## src/rtl/txq_pkg.sv

```systemverilog
package txq_pkg;
  localparam int unsigned TXQ_DEF_PORTS   = 24;
  localparam int unsigned TXQ_DEF_CLASSES = 4;
  localparam int unsigned TXQ_DEF_HANDLES = 64;
  localparam int unsigned TXQ_DEF_QLIMIT  = 8;
  localparam int unsigned TXQ_DEF_GLIMIT  = 48;

  typedef enum logic [1:0] {
    ADM_IDLE        = 2'd0,
    ADM_ACCEPT      = 2'd1,
    ADM_DROP_GLOBAL = 2'd2,
    ADM_DROP_QUEUE  = 2'd3
  } adm_verdict_e;
endpackage

```

## src/rtl/txq_admit.sv

```systemverilog
module txq_admit
  import txq_pkg::*;
#(
  parameter int unsigned QUEUE_LIMIT  = TXQ_DEF_QLIMIT,
  parameter int unsigned GLOBAL_LIMIT = TXQ_DEF_GLIMIT,
  parameter int unsigned LW           = 4,
  parameter int unsigned UW           = 7
) (
  input  logic          enq_valid_i,
  input  logic [LW-1:0] tgt_len_i,
  input  logic [UW-1:0] buf_used_i,
  output adm_verdict_e  verdict_o
);
  localparam logic [UW-1:0] GLIM_V = UW'(GLOBAL_LIMIT);
  localparam logic [LW-1:0] QLIM_V = LW'(QUEUE_LIMIT);

  // Global pressure takes precedence over the per-queue limit
  always_comb begin
    if (!enq_valid_i) begin
      verdict_o = ADM_IDLE;
    end else if (buf_used_i > GLIM_V) begin
      verdict_o = ADM_DROP_GLOBAL;
    end else if (tgt_len_i >= QLIM_V) begin
      verdict_o = ADM_DROP_QUEUE;
    end else begin
      verdict_o = ADM_ACCEPT;
    end
  end
endmodule

```

## src/rtl/txq_sched.sv

```systemverilog
module txq_sched #(
  parameter int unsigned CLASSES = 4,
  parameter int unsigned CW      = 2
) (
  input  logic [CLASSES-1:0] busy_i,
  output logic               valid_o,
  output logic [CW-1:0]      cls_o
);
  // Strict priority: the highest-numbered busy class wins
  always_comb begin
    valid_o = |busy_i;
    cls_o   = '0;
    for (int c = 0; c < int'(CLASSES); c++) begin
      if (busy_i[c]) cls_o = CW'(c);
    end
  end
endmodule

```

## src/rtl/txq_link_mem.sv

```systemverilog
module txq_link_mem #(
  parameter int unsigned HANDLES = 64,
  parameter int unsigned HW      = 6
) (
  input  logic          clk,
  input  logic          wr_en_i,
  input  logic [HW-1:0] wr_addr_i,
  input  logic [HW-1:0] wr_data_i,
  input  logic [HW-1:0] rd_addr_i,
  output logic [HW-1:0] rd_data_o
);
  logic [HW-1:0] next_q [HANDLES];

  // A word is only read after its owner has been linked behind, so no reset
  always_ff @(posedge clk) begin
    if (wr_en_i) next_q[wr_addr_i] <= wr_data_i;
  end

  assign rd_data_o = next_q[rd_addr_i];
endmodule

```

## src/rtl/txq_qslot.sv

```systemverilog
module txq_qslot #(
  parameter int unsigned HW          = 6,
  parameter int unsigned LW          = 4,
  parameter int unsigned QUEUE_LIMIT = 8
) (
  input  logic          clk,
  input  logic          rst_n,
  input  logic          enq_i,
  input  logic          deq_i,
  input  logic [HW-1:0] enq_handle_i,
  input  logic [HW-1:0] link_next_i,
  output logic [HW-1:0] head_o,
  output logic [HW-1:0] tail_o,
  output logic [LW-1:0] len_o
);
  logic [HW-1:0] head_q, head_d;
  logic [HW-1:0] tail_q, tail_d;
  logic [LW-1:0] len_q, len_d;
  logic          upd;
  logic          lands_at_head;

  assign upd           = enq_i | deq_i;
  assign lands_at_head = (len_q == '0) || (deq_i && (len_q == LW'(1)));

  always_comb begin
    head_d = head_q;
    tail_d = tail_q;
    len_d  = len_q;
    if (deq_i) head_d = link_next_i;
    if (enq_i) begin
      tail_d = enq_handle_i;
      if (lands_at_head) head_d = enq_handle_i;
    end
    case ({enq_i, deq_i})
      2'b10:   len_d = len_q + LW'(1);
      2'b01:   len_d = len_q - LW'(1);
      default: len_d = len_q;
    endcase
  end

  always_ff @(posedge clk or negedge rst_n) begin
    if (!rst_n) len_q <= '0;
    else if (upd) len_q <= len_d;
  end

  always_ff @(posedge clk) begin
    if (upd) begin
      head_q <= head_d;
      tail_q <= tail_d;
    end
  end

  assign head_o = head_q;
  assign tail_o = tail_q;
  assign len_o  = len_q;


  qlen_bound_chk: assert property (@(posedge clk) disable iff (!rst_n)
    len_q <= LW'(QUEUE_LIMIT));

  no_enq_when_full_chk: assert property (@(posedge clk) disable iff (!rst_n)
    enq_i |-> (len_q < LW'(QUEUE_LIMIT)));

  single_deq_empties_chk: assert property (@(posedge clk) disable iff (!rst_n)
    (deq_i && !enq_i && (len_q == LW'(1))) |=> (len_q == '0));
endmodule

```

## src/rtl/txq_mgr.sv

```systemverilog
module txq_mgr
  import txq_pkg::*;
#(
  parameter int unsigned PORTS        = TXQ_DEF_PORTS,
  parameter int unsigned CLASSES      = TXQ_DEF_CLASSES,
  parameter int unsigned HANDLES      = TXQ_DEF_HANDLES,
  parameter int unsigned QUEUE_LIMIT  = TXQ_DEF_QLIMIT,
  parameter int unsigned GLOBAL_LIMIT = TXQ_DEF_GLIMIT,
  localparam int unsigned PW = (PORTS > 1)   ? $clog2(PORTS)   : 1,
  localparam int unsigned CW = (CLASSES > 1) ? $clog2(CLASSES) : 1,
  localparam int unsigned HW = (HANDLES > 1) ? $clog2(HANDLES) : 1,
  localparam int unsigned UW = $clog2(HANDLES + 1)
) (
  input  logic          clk,
  input  logic          rst_n,
  input  logic          enq_valid_i,
  input  logic [HW-1:0] enq_handle_i,
  input  logic [PW-1:0] enq_port_i,
  input  logic [CW-1:0] enq_class_i,
  input  logic [UW-1:0] buf_used_i,
  output logic          drop_valid_o,
  output logic [HW-1:0] drop_handle_o,
  input  logic          deq_req_i,
  input  logic [PW-1:0] deq_port_i,
  output logic          deq_valid_o,
  output logic [HW-1:0] deq_handle_o,
  output logic [CW-1:0] deq_class_o
);
  localparam int unsigned NQ = PORTS * CLASSES;
  localparam int unsigned QW = $clog2(NQ + 1);
  localparam int unsigned LW = $clog2(QUEUE_LIMIT + 1);

  // Reset: asserted asynchronously, released through two flops
  logic [1:0] rst_pipe_q;
  logic       rst_sync_n;

  always_ff @(posedge clk or negedge rst_n) begin
    if (!rst_n) rst_pipe_q <= '0;
    else        rst_pipe_q <= {rst_pipe_q[0], 1'b1};
  end
  assign rst_sync_n = rst_pipe_q[1];

  // Queue state views
  logic [NQ-1:0][HW-1:0] head_all;
  logic [NQ-1:0][HW-1:0] tail_all;
  logic [NQ-1:0][LW-1:0] len_all;

  // Admission
  logic [QW-1:0] enq_qidx;
  logic [LW-1:0] tgt_len;
  adm_verdict_e  verdict;
  logic          enq_accept;

  assign enq_qidx = QW'(enq_port_i) * QW'(CLASSES) + QW'(enq_class_i);
  assign tgt_len  = len_all[enq_qidx];

  txq_admit #(
    .QUEUE_LIMIT (QUEUE_LIMIT),
    .GLOBAL_LIMIT(GLOBAL_LIMIT),
    .LW          (LW),
    .UW          (UW)
  ) u_admit (
    .enq_valid_i(enq_valid_i),
    .tgt_len_i  (tgt_len),
    .buf_used_i (buf_used_i),
    .verdict_o  (verdict)
  );

  assign enq_accept    = (verdict == ADM_ACCEPT);
  assign drop_valid_o  = (verdict == ADM_DROP_GLOBAL) || (verdict == ADM_DROP_QUEUE);
  assign drop_handle_o = drop_valid_o ? enq_handle_i : '0;

  // Head-of-line selection
  logic [QW-1:0]      deq_base;
  logic [CLASSES-1:0] port_busy;
  logic               sched_valid;
  logic [CW-1:0]      sched_cls;
  logic [QW-1:0]      deq_qidx;
  logic               deq_fire;

  assign deq_base = QW'(deq_port_i) * QW'(CLASSES);

  for (genvar c = 0; c < int'(CLASSES); c++) begin : g_busy
    assign port_busy[c] = (len_all[deq_base + QW'(c)] != '0);
  end

  txq_sched #(
    .CLASSES(CLASSES),
    .CW     (CW)
  ) u_sched (
    .busy_i (port_busy),
    .valid_o(sched_valid),
    .cls_o  (sched_cls)
  );

  assign deq_qidx     = deq_base + QW'(sched_cls);
  assign deq_fire     = deq_req_i && sched_valid;
  assign deq_valid_o  = deq_fire;
  assign deq_class_o  = deq_fire ? sched_cls : '0;
  assign deq_handle_o = deq_fire ? head_all[deq_qidx] : '0;

  // Link memory: write behind the old tail, read behind the served head
  logic [HW-1:0] link_next;
  logic          link_wr;

  assign link_wr = enq_accept && (tgt_len != '0);

  txq_link_mem #(
    .HANDLES(HANDLES),
    .HW     (HW)
  ) u_link (
    .clk      (clk),
    .wr_en_i  (link_wr),
    .wr_addr_i(tail_all[enq_qidx]),
    .wr_data_i(enq_handle_i),
    .rd_addr_i(head_all[deq_qidx]),
    .rd_data_o(link_next)
  );

  // One slot per (port, class)
  for (genvar q = 0; q < int'(NQ); q++) begin : g_q
    logic enq_here;
    logic deq_here;

    assign enq_here = enq_accept && (enq_qidx == QW'(q));
    assign deq_here = deq_fire && (deq_qidx == QW'(q));

    txq_qslot #(
      .HW         (HW),
      .LW         (LW),
      .QUEUE_LIMIT(QUEUE_LIMIT)
    ) u_slot (
      .clk         (clk),
      .rst_n       (rst_sync_n),
      .enq_i       (enq_here),
      .deq_i       (deq_here),
      .enq_handle_i(enq_handle_i),
      .link_next_i (link_next),
      .head_o      (head_all[q]),
      .tail_o      (tail_all[q]),
      .len_o       (len_all[q])
    );
  end


  drop_needs_offer_chk: assert property (@(posedge clk) disable iff (!rst_sync_n)
    drop_valid_o |-> enq_valid_i);

  global_drop_chk: assert property (@(posedge clk) disable iff (!rst_sync_n)
    (enq_valid_i && (buf_used_i > UW'(GLOBAL_LIMIT))) |-> (drop_valid_o && (drop_handle_o == enq_handle_i)));

  first_enq_heads_chk: assert property (@(posedge clk) disable iff (!rst_sync_n)
    (enq_accept && (tgt_len == '0)) |=> (head_all[$past(enq_qidx)] == $past(enq_handle_i)));

  strict_prio_chk: assert property (@(posedge clk) disable iff (!rst_sync_n)
    deq_valid_o |-> ((port_busy >> deq_class_o) == CLASSES'(1)));

  empty_port_idle_chk: assert property (@(posedge clk) disable iff (!rst_sync_n)
    (deq_req_i && (port_busy == '0)) |-> !deq_valid_o);
endmodule

```

## config.mk

```make
export PLATFORM = sky130hd
export DESIGN_NAME = txq_mgr
export DESIGN_NICKNAME = d
export VERILOG_FILES = /design/src/rtl/txq_pkg.sv /design/src/rtl/txq_admit.sv /design/src/rtl/txq_sched.sv /design/src/rtl/txq_link_mem.sv /design/src/rtl/txq_qslot.sv /design/src/rtl/txq_mgr.sv
export SDC_FILE = /design/constraint.sdc
export NUM_CORES = 2
export LEC_CHECK = 0
export BUFFER_PORTS_ARGS = -buffer_cell sky130_fd_sc_hd__buf_2
export CAP_MARGIN = 20
export CORE_MARGIN = 2
export CORE_UTILIZATION = 60
export CTS_BUF_LIST = sky130_fd_sc_hd__clkbuf_16
export DETAILED_ROUTE_END_ITERATION = 10
export PLACE_DENSITY = 0.76
export SKIP_LAST_GASP = 1
export SLEW_MARGIN = 15
export SYNTH_ARGS = -nofsm -noshare
export SYNTH_HDL_FRONTEND = slang
export SYNTH_HIERARCHICAL = 1
export SYNTH_SLANG_ARGS = --single-unit
```

## constraint.sdc

```tcl
create_clock -name clk -period 14.08 [get_ports clk]
set_clock_uncertainty 0.15 [all_clocks]
set_input_delay 1.408 -clock clk [delete_from_list [all_inputs] [get_ports clk]]
set_output_delay 1.408 -clock clk [all_outputs]
set_load 0.01 [all_outputs]
```

======== Word-level counts from Yosys, hierarchy flattened ========
Memory sizes are Yosys's and may differ from the RTL's.
Index checks and enable logic that the tools add are counted.
storage, ports and cells
  flip-flop bits (word level) ............. 1538
  RAM bits ................................ 384
  input bits .............................. 29
  output and inout bits ................... 16
  word-level logic and storage cells ...... 2260
  memories ................................ 1
memories
  memory         depth  width  rd ports  clocked after memory_dff  write ports  RTL line            source
  u_link.next_q  64     6      1         0                         1            txq_link_mem.sv:12  logic [HW-1:0] next_q [HANDLES];
operators by class
  $add $sub $neg .......................... 197
  order comparisons ....................... 8
  equal/unequal tests ..................... 481
  multiplexer cells ....................... 409
  bitwise operators ....................... 96
  reductions and logical operators ........ 779
operators by type and width
  operator               number
  $mux W6                292
  $pmux W4 S2            96
  $eq A7 B6 Y1 const B   64
  $eq A7 B7 Y1 const B   64
  $add A4 B1 Y4 const B  96
  $eq A4 B1 Y1 const B   96
  $logic_not A4 Y1       96
  $reduce_and A2 Y1      192
  $sub A4 B1 Y4 const B  96
  $logic_and A1 B1 Y1    290
  $eq A7 B5 Y1 const B   32
  $eq A2 B2 Y1 const B   98
  $eq A2 B1 Y1 const B   97
  $reduce_bool A2 Y1     96
  $bmux W4 S7            4
  $eq A7 B4 Y1 const B   16
  $logic_or A1 B1 Y1     97
  $or A1 B1 Y1           96
  $bmux W6 S7            2
  $eq A7 B3 Y1 const B   8
  $lt A7 B8 Y1 const B   6
  $eq A7 B2 Y1 const B   4
  $bmux W4 S5            1
  $mux W4                5
  11 further kinds       26

======== Longest topological paths before layout ========
  depth in word-level cells ............... 14
  mapped depth ............................ 28
  mapped depth without buffers ............ 21

======== Hierarchy ========
Netlist, hierarchy kept.
by module, submodules not included
  module        instances  cells an instance  area each (um2)  seq. area each (um2)
  txq_qslot     96         53                 804.5            460.4
  txq_link_mem  1          757                15155.8          11531.1
  txq_mgr       1          1296               14926.8          50.0
  txq_admit     1          5                  47.5             0.0
  txq_sched     1          4                  23.8             0.0

======== Least setup slack after synthesis ========
OpenSTA, ideal clock, no wires.
  kind .................................... input to register
  start point ............................. input deq_port_i[0]
  end point ............................... register g_q[0].u_slot.head_q[1] (data pin)
  library setup time ...................... 130 ps
  arrival ................................. 11031 ps
  data required time ...................... 13800 ps
  path slack .............................. 2769 ps
  stages on the path ...................... 25
  buffers on the path ..................... 9
  path through ............................ clkbuf_1 -> buf_1 -> clkbuf_1 -> mux4_2 -> a211oi_1 -> a31oi_1 -> o21ai_0 -> a21o_1 -> clkbuf_1 -> buf_2 -> buf_1 -> mux4_2 -> mux4_2 -> a22oi_1 -> nand3_1 -> buf_6 -> buf_6 -> buf_6 -> mux4_2 -> nand2_1 -> o211ai_1 -> o21ai_0 -> o31ai_1 -> mux2_2 -> mux2_2
on the way
  word-level cells in the longest chain between the ends .. 14
  elaborated cells on any way between the ends .. 31
  those cells by class .................... add/sub (4); mux (16); reduce/logical (10); memory (1)
RTL lines
  item                               RTL line         source
  start, declared                    txq_mgr.sv:24    input logic [PW-1:0] deq_port_i,
  $add A7 B1 Y7 (*)                  txq_mgr.sv:84    assign port_busy[c] = (len_all[deq_base + QW'(c)] != '0);
  $bmux W4 S7 (*)                    txq_mgr.sv:84
  $mux W4 (not written as such) (*)  txq_mgr.sv:84
  $reduce_bool A4 Y1 (*)             txq_mgr.sv:84
  net port_busy[1]                   txq_mgr.sv:75    logic [CLASSES-1:0] port_busy;
  $mux W1 (*)                        txq_sched.sv:14  if (busy_i[c]) cls_o = CW'(c);
  $mux W2 (*) (2 in a row)           txq_sched.sv:14
  net sched_cls[0]                   txq_mgr.sv:77    logic [CW-1:0] sched_cls;
  $add A7 B2 Y7 (*)                  txq_mgr.sv:96    assign deq_qidx = deq_base + QW'(sched_cls);
  $bmux W6 S7 (*)                    txq_mgr.sv:116   .rd_addr_i(head_all[deq_qidx]),
  $mux W6 (not written as such) (*)  txq_mgr.sv:116
  $mem_v2 Z64 W6 (*)                 --
  net link_next[1]                   txq_mgr.sv:103   logic [HW-1:0] link_next;
  $mux W6 (*)                        txq_qslot.sv:29  if (deq_i) head_d = link_next_i;
  $mux W6                            txq_qslot.sv:32  if (lands_at_head) head_d = enq_handle_i;
  $mux W6 (*)                        txq_qslot.sv:30  if (enq_i) begin
  net g_q[0].u_slot.head_d[1]        txq_qslot.sv:16  logic [HW-1:0] head_q, head_d;
  end signal, assigned               txq_qslot.sv:48  head_q <= head_d;
  end, declared                      txq_qslot.sv:16
The timed path passes the listed nets; every way through them passes the cells marked *. The select of a mux whose other input is x is not followed.
A chain may end at the register's enable or synchronous reset.

======== Final worst setup path ========
  start point ............................. input deq_port_i[1]
  end point ............................... register g_q[54].u_slot.head_q[3] (data pin)
on the way
  elaborated cells on any way between the ends .. 31
  those cells by class .................... add/sub (4); eq/ne (1); mux (16); reduce/logical (9); memory (1)
RTL lines
  item                               RTL line
  $add A7 B2 Y7 (*)                  txq_mgr.sv:84
  $bmux W4 S7 (*)                    txq_mgr.sv:84
  $mux W4 (not written as such) (*)  txq_mgr.sv:84
  $reduce_bool A4 Y1 (*)             txq_mgr.sv:84
  net port_busy[3]                   txq_mgr.sv:75
  $mux W2 (*)                        txq_sched.sv:14
  net sched_cls[0]                   txq_mgr.sv:77
  $add A7 B2 Y7 (*)                  txq_mgr.sv:96
  $bmux W6 S7 (*)                    txq_mgr.sv:116
  $mux W6 (not written as such) (*)  txq_mgr.sv:116
  $mem_v2 Z64 W6 (*)                 --
  net link_next[3]                   txq_mgr.sv:103
  $mux W6 (*)                        txq_qslot.sv:29
  $mux W6                            txq_qslot.sv:32
  $mux W6 (*)                        txq_qslot.sv:30
  net g_q[54].u_slot.head_d[3]       txq_qslot.sv:16
  end signal, assigned               txq_qslot.sv:48
  end, declared                      txq_qslot.sv:16
Marked as above.

==> flow_summary.html <==
<table>
<tr><th>Metric</th><th>Value</th></tr>
<tr><th colspan="2">Placed design</th></tr>
<tr><td>Global placement routability congestion</td><td>0.997</td></tr>
<tr><td>HPWL after detailed placement</td><td>212 mm</td></tr>
<tr><td>Total of buffers placed on input and output ports</td><td>44</td></tr>
<tr><th colspan="2">Critical path</th></tr>
<tr><td>Arrival time at the worst endpoint</td><td>about 12 ns</td></tr>
<tr><td>Depth of the worst register-to-register path</td><td>23</td></tr>
<tr><td>Critical R2R Capture</td><td>g_q[54].u_slot/head_o[3]$_DFFE_PN_</td></tr>
<tr><td>Startpoint types</td><td>input port</td></tr>
<tr><td>Critical-path maximum fanout</td><td>52</td></tr>
<tr><td>CP Data Required Time</td><td>14.53 ns</td></tr>
<tr><td>Worst R2R Setup Slack</td><td>3.67 ns</td></tr>
<tr><td>Category of the most critical setup path</td><td>input port to flop</td></tr>
<tr><td>Critical Path Sink Type</td><td>flop</td></tr>
<tr><td>Launch instance of the worst register-to-register path</td><td>g_q[42].u_slot/len_o[2]$_DFFE_PN0P_</td></tr>
<tr><th colspan="2">Clock tree</th></tr>
<tr><td>CTS tree</td><td>built</td></tr>
<tr><td>Sink count of the clock tree</td><td>between 1500 and 2000</td></tr>
<tr><td>Inserted Clock Buffers</td><td>201</td></tr>
<tr><td>Clk Tree Root Cell</td><td>sky130_fd_sc_hd__clkbuf_16</td></tr>
<tr><td>CTS resizes</td><td>0</td></tr>
<tr><td>Hold Buf Count CTS</td><td>0</td></tr>
<tr><td>Number of setup buffers added after CTS</td><td>0</td></tr>
<tr><td>Level count of the clock H-tree</td><td>4</td></tr>
<tr><td>Bufs on Longest Clock Path</td><td>3</td></tr>
<tr><td>Clock Latency Late Sink</td><td>0.91 ns</td></tr>
<tr><td>Worst-path clk slew</td><td>0.07 ns</td></tr>
<tr><th colspan="2">Logic synthesis</th></tr>
<tr><td>Total standard cell area after synthesis</td><td>0.107 mm2</td></tr>
<tr><td>Count of flip-flops with a built-in enable after synthesis</td><td>around 1500</td></tr>
<tr><td>Ys flop type</td><td>sky130_fd_sc_hd__edfxtp_1</td></tr>
<tr><td>Area fraction of the dominant cell type after synthesis</td><td>43.0%</td></tr>
<tr><td>Number of flip-flops and latches in the synthesized netlist</td><td>1922</td></tr>
<tr><td>Average cell area after synthesis</td><td>15.0 um2</td></tr>
<tr><td>Most frequent cell after synthesis</td><td>sky130_fd_sc_hd__edfxtp_1</td></tr>
<tr><td>Post-synthesis compound-gate area fraction</td><td>3.30%</td></tr>
<tr><td>Simple-gate share of the synthesized area</td><td>7.00%</td></tr>
<tr><td>Most area-hungry cell type in the Yosys netlist</td><td>sky130_fd_sc_hd__edfxtp_1</td></tr>
<tr><td>Combinational family with the most area after synthesis</td><td>multiplexers</td></tr>
<tr><td>Top cells by area, synth</td><td>sky130_fd_sc_hd__edfxtp_1, sky130_fd_sc_hd__mux2_2, sky130_fd_sc_hd__mux4_2</td></tr>
<tr><td>Multiplexer area fraction after synthesis</td><td>25.3%</td></tr>
<tr><td>Number of warnings printed during yosys synthesis</td><td>6</td></tr>
<tr><td>Area share of fa/ha/maj cells after synthesis</td><td>5.59%</td></tr>
<tr><td>Most common library cells after synthesis</td><td>sky130_fd_sc_hd__edfxtp_1, sky130_fd_sc_hd__mux2_2, sky130_fd_sc_hd__mux4_2, sky130_fd_sc_hd__ha_1, sky130_fd_sc_hd__nor2_1</td></tr>
<tr><td>Asr flop ratio synth</td><td>20.1%</td></tr>
<tr><td>Count of different cell masters after synthesis</td><td>65</td></tr>
<tr><td>Number of standard cells after synthesis</td><td>7150</td></tr>
<tr><td>Sequential-to-total area share from yosys stat</td><td>51.9%</td></tr>
<tr><td>Nets in the synthesized netlist</td><td>around 7700</td></tr>
<tr><td>Share of the synthesized netlist area taken by xor and xnor gates</td><td>about 3.1%</td></tr>
<tr><th colspan="2">Timing</th></tr>
<tr><td>Final count of hold timing violations</td><td>0</td></tr>
<tr><td>Setup repair after global routing missed its margin</td><td>no</td></tr>
<tr><td>Slew margin rel.</td><td>roughly a tenth</td></tr>
<tr><td>Period utilization</td><td>approximately 80%</td></tr>
<tr><td>TNS Setup</td><td>0 ns</td></tr>
<tr><td># setup viols final</td><td>0</td></tr>
<tr><td>Pins over their slew limit</td><td>0</td></tr>
<tr><td>Transition time of the tightest slew-check pin</td><td>1.34 ns</td></tr>
<tr><td>Highest clock frequency the design can meet</td><td>approximately 90 MHz</td></tr>
<tr><td>Time the final worst path needs with I/O delays and setup</td><td>11.10 ns</td></tr>
<tr><th colspan="2">Routing</th></tr>
<tr><td>Drc violations</td><td>0</td></tr>
<tr><td>Routed len/inst</td><td>between 30 and 40 um</td></tr>
<tr><td>Iter 0 DRT Violations</td><td>between 8000 and 9000</td></tr>
<tr><td>Number of antenna-violating nets in the routed design</td><td>0</td></tr>
<tr><td>Vias</td><td>66100</td></tr>
<tr><td>Initial DRT Pass Iterations</td><td>8</td></tr>
<tr><td>Vias per cell</td><td>6.75</td></tr>
<tr><td>Total routed wirelength</td><td>about 310 mm</td></tr>
<tr><th colspan="2">Floorplanning</th></tr>
<tr><td>Die span in y</td><td>427 um</td></tr>
<tr><td># rows</td><td>155</td></tr>
<tr><td>Initial core utilization</td><td>about 60%</td></tr>
<tr><td>Overall die width</td><td>427 um</td></tr>
<tr><td>DIE AREA</td><td>0.182 mm2</td></tr>
<tr><td>Count of boundary I/O pins</td><td>45</td></tr>
<tr><td>CORE AREA</td><td>roughly 0.18 mm2</td></tr>
<tr><th colspan="2">GRT</th></tr>
<tr><td>Largest net degree at the start of global routing</td><td>152</td></tr>
<tr><td>Initial antenna violation count</td><td>37</td></tr>
<tr><td>Wire length of the first global-routing pass</td><td>about 450 mm</td></tr>
<tr><td>Vias in the first global route</td><td>about 65000</td></tr>
<tr><td>Congestion Overflow GR</td><td>0</td></tr>
<tr><td>Global routing usage summed across all routing layers</td><td>34.4%</td></tr>
<tr><th colspan="2">Finish</th></tr>
<tr><td>Proportion of layout cells with a drive suffix above 1</td><td>between 30% and 40%</td></tr>
<tr><td>Final Net Count</td><td>slightly below 8000</td></tr>
<tr><td>Layout area overhead</td><td>8.67%</td></tr>
<tr><td>Fraction of the core area covered by cells at the end of the flow</td><td>about two thirds</td></tr>
<tr><td>Number of inserted filler cells in the final layout</td><td>around 12000</td></tr>
<tr><th colspan="2">Power</th></tr>
<tr><td>Leak pwr</td><td>40.9 nW</td></tr>
<tr><td>Peak VDD IR</td><td>0.000217 V</td></tr>
<tr><td>Pwr dens</td><td>about 140 mW/mm2</td></tr>
<tr><th colspan="2">Min path</th></tr>
<tr><td>Hold/Removal Path Class</td><td>flop to asynchronous set/reset pin</td></tr>
<tr><th colspan="2">Outcome</th></tr>
<tr><td>Run status</td><td>finished clean</td></tr>
<tr><th colspan="2">Flow run</th></tr>
<tr><td>Reported max-cap violation count</td><td>0</td></tr>
</table>
==> layer usage <==
layer  GRT usage [%]  wire length (um)
met1            46.3            119000
met2            50.7            139000
met3            9.81             34500
met4            18.8             18600
met5           0.265               183
==> critical path, cell delays in order <==
cell and delay (ns):
sky130_fd_sc_hd__buf_4 0.65, sky130_fd_sc_hd__and2_1 0.68, sky130_fd_sc_hd__o21ai_0 0.35, sky130_fd_sc_hd__nand4_1 0.15
sky130_fd_sc_hd__nor3_1 0.13, sky130_fd_sc_hd__a211oi_1 0.29, sky130_fd_sc_hd__a21oi_1 0.06, sky130_fd_sc_hd__o21ai_0 0.55
sky130_fd_sc_hd__a21o_4 0.69, sky130_fd_sc_hd__buf_12 0.35, sky130_fd_sc_hd__mux4_2 0.56, sky130_fd_sc_hd__mux4_2 0.53
sky130_fd_sc_hd__a22oi_1 0.68, sky130_fd_sc_hd__nand3_4 0.58, sky130_fd_sc_hd__buf_4 0.49, sky130_fd_sc_hd__nand2b_1 0.35
sky130_fd_sc_hd__o22ai_1 0.31, sky130_fd_sc_hd__nor3_1 0.09, sky130_fd_sc_hd__o41ai_1 0.61, sky130_fd_sc_hd__o21ai_4 0.12
sky130_fd_sc_hd__buf_4 0.37, sky130_fd_sc_hd__buf_4 0.51, sky130_fd_sc_hd__mux2_2 0.41, sky130_fd_sc_hd__mux2_2 0.26
==> cell usage in the layout, fill, tap and decap left out, drive strengths merged, types with 30 or more instances in the layout <==
cell type,synthesis,routed
a21oi,218,218
a22oi,30,30
and4b,96,96
buf,203,176
clkbuf,99,202
clkinv,4,90
dfrtp,386,386
edfxtp,1536,1536
ha,480,480
inv,488,539
mux2,1291,1291
mux2i,53,53
mux4,539,539
nand2,164,164
nand3,44,44
nor2,477,477
nor4,155,155
nor4b,96,96
o21ai,162,162
xnor2,288,288
xor2,96,96
==> worst max-delay path by stage <==
stage	from	end	slack, ns
after floorplan	rst_pipe_q[1]$_DFF_PN0_	g_q[0].u_slot/len_o[0]$_DFFE_PN0P_	2.38
after global placement	deq_port_i[1]	g_q[39].u_slot/head_o[3]$_DFFE_PN_	2.56
after detailed placement	deq_port_i[1]	g_q[20].u_slot/head_o[3]$_DFFE_PN_	2.54
after CTS	deq_port_i[1]	g_q[54].u_slot/head_o[3]$_DFFE_PN_	3.47
after global routing	deq_port_i[1]	g_q[54].u_slot/head_o[3]$_DFFE_PN_	2.87
final	deq_port_i[1]	g_q[54].u_slot/head_o[3]$_DFFE_PN_	2.98
==> final cells by class <==
| cell class | count | area [um2] | area share [%] |
|---|---|---|---|
| diodes | 24 | 60.1 | 0.0515 |
| clock buffers | 201 | 5030 | 4.31 |
| clock inverters | 177 | 1820 | 1.56 |
| inverters | 492 | 1850 | 1.58 |
| multi-input cells | 4434 | 47800 | 40.9 |
| flip-flops and latches | 1922 | 55800 | 47.8 |
| well taps | 2355 | 2950 | 2.52 |
| repair buffers | 177 | 1430 | 1.22 |
==> through the flow <==
step | hold slack, ns | area (um2) | power, mW | instances | setup slack, ns
final | 0.155 | 117000 | 15.9 | 9782 | 2.98
after global routing | 0.152 | 117000 | 16.3 | 9760 | 2.87
after CTS | 0.134 | 117000 | 15.8 | 9755 | 3.47
after detailed placement | 0.182 | 110000 | 10.3 | 9377 | 2.54
after global placement | 0.181 | 110000 | 10.3 | 9373 | 2.56
after floorplan | 0.181 | 107000 | 8.86 | 7150 | 2.38
==> flip-flops by register name (all words and copies together), names as in the netlist <==
| signal | cells |
|---|---|
| rst_pipe_q | 2 |
| g_q.u_slot/head_o | 576 |
| g_q.u_slot/tail_o | 576 |
| g_q.u_slot/len_o | 384 |
| u_link/next_q | 384 |
==> report_power, final <==
group / internal (mW) / total (mW) / switching [mW]
Combinational: 1.31 / 3.72 / 2.41
Clock: 3.12 / 5.49 / 2.37
Sequential: 6.28 / 6.66 / 0.386
Total: 10.7 / 15.9 / 5.17
==> cells by family after synthesis <==
group / Yosys count
flops: 1922
mux: 1883
xor+xnor: 384
buf+inv: 794
fa+ha+maj: 480
other cells: 1
compound gates: 546
simple gates: 1140
No activity file was read; power rests on OpenSTA's default activity.
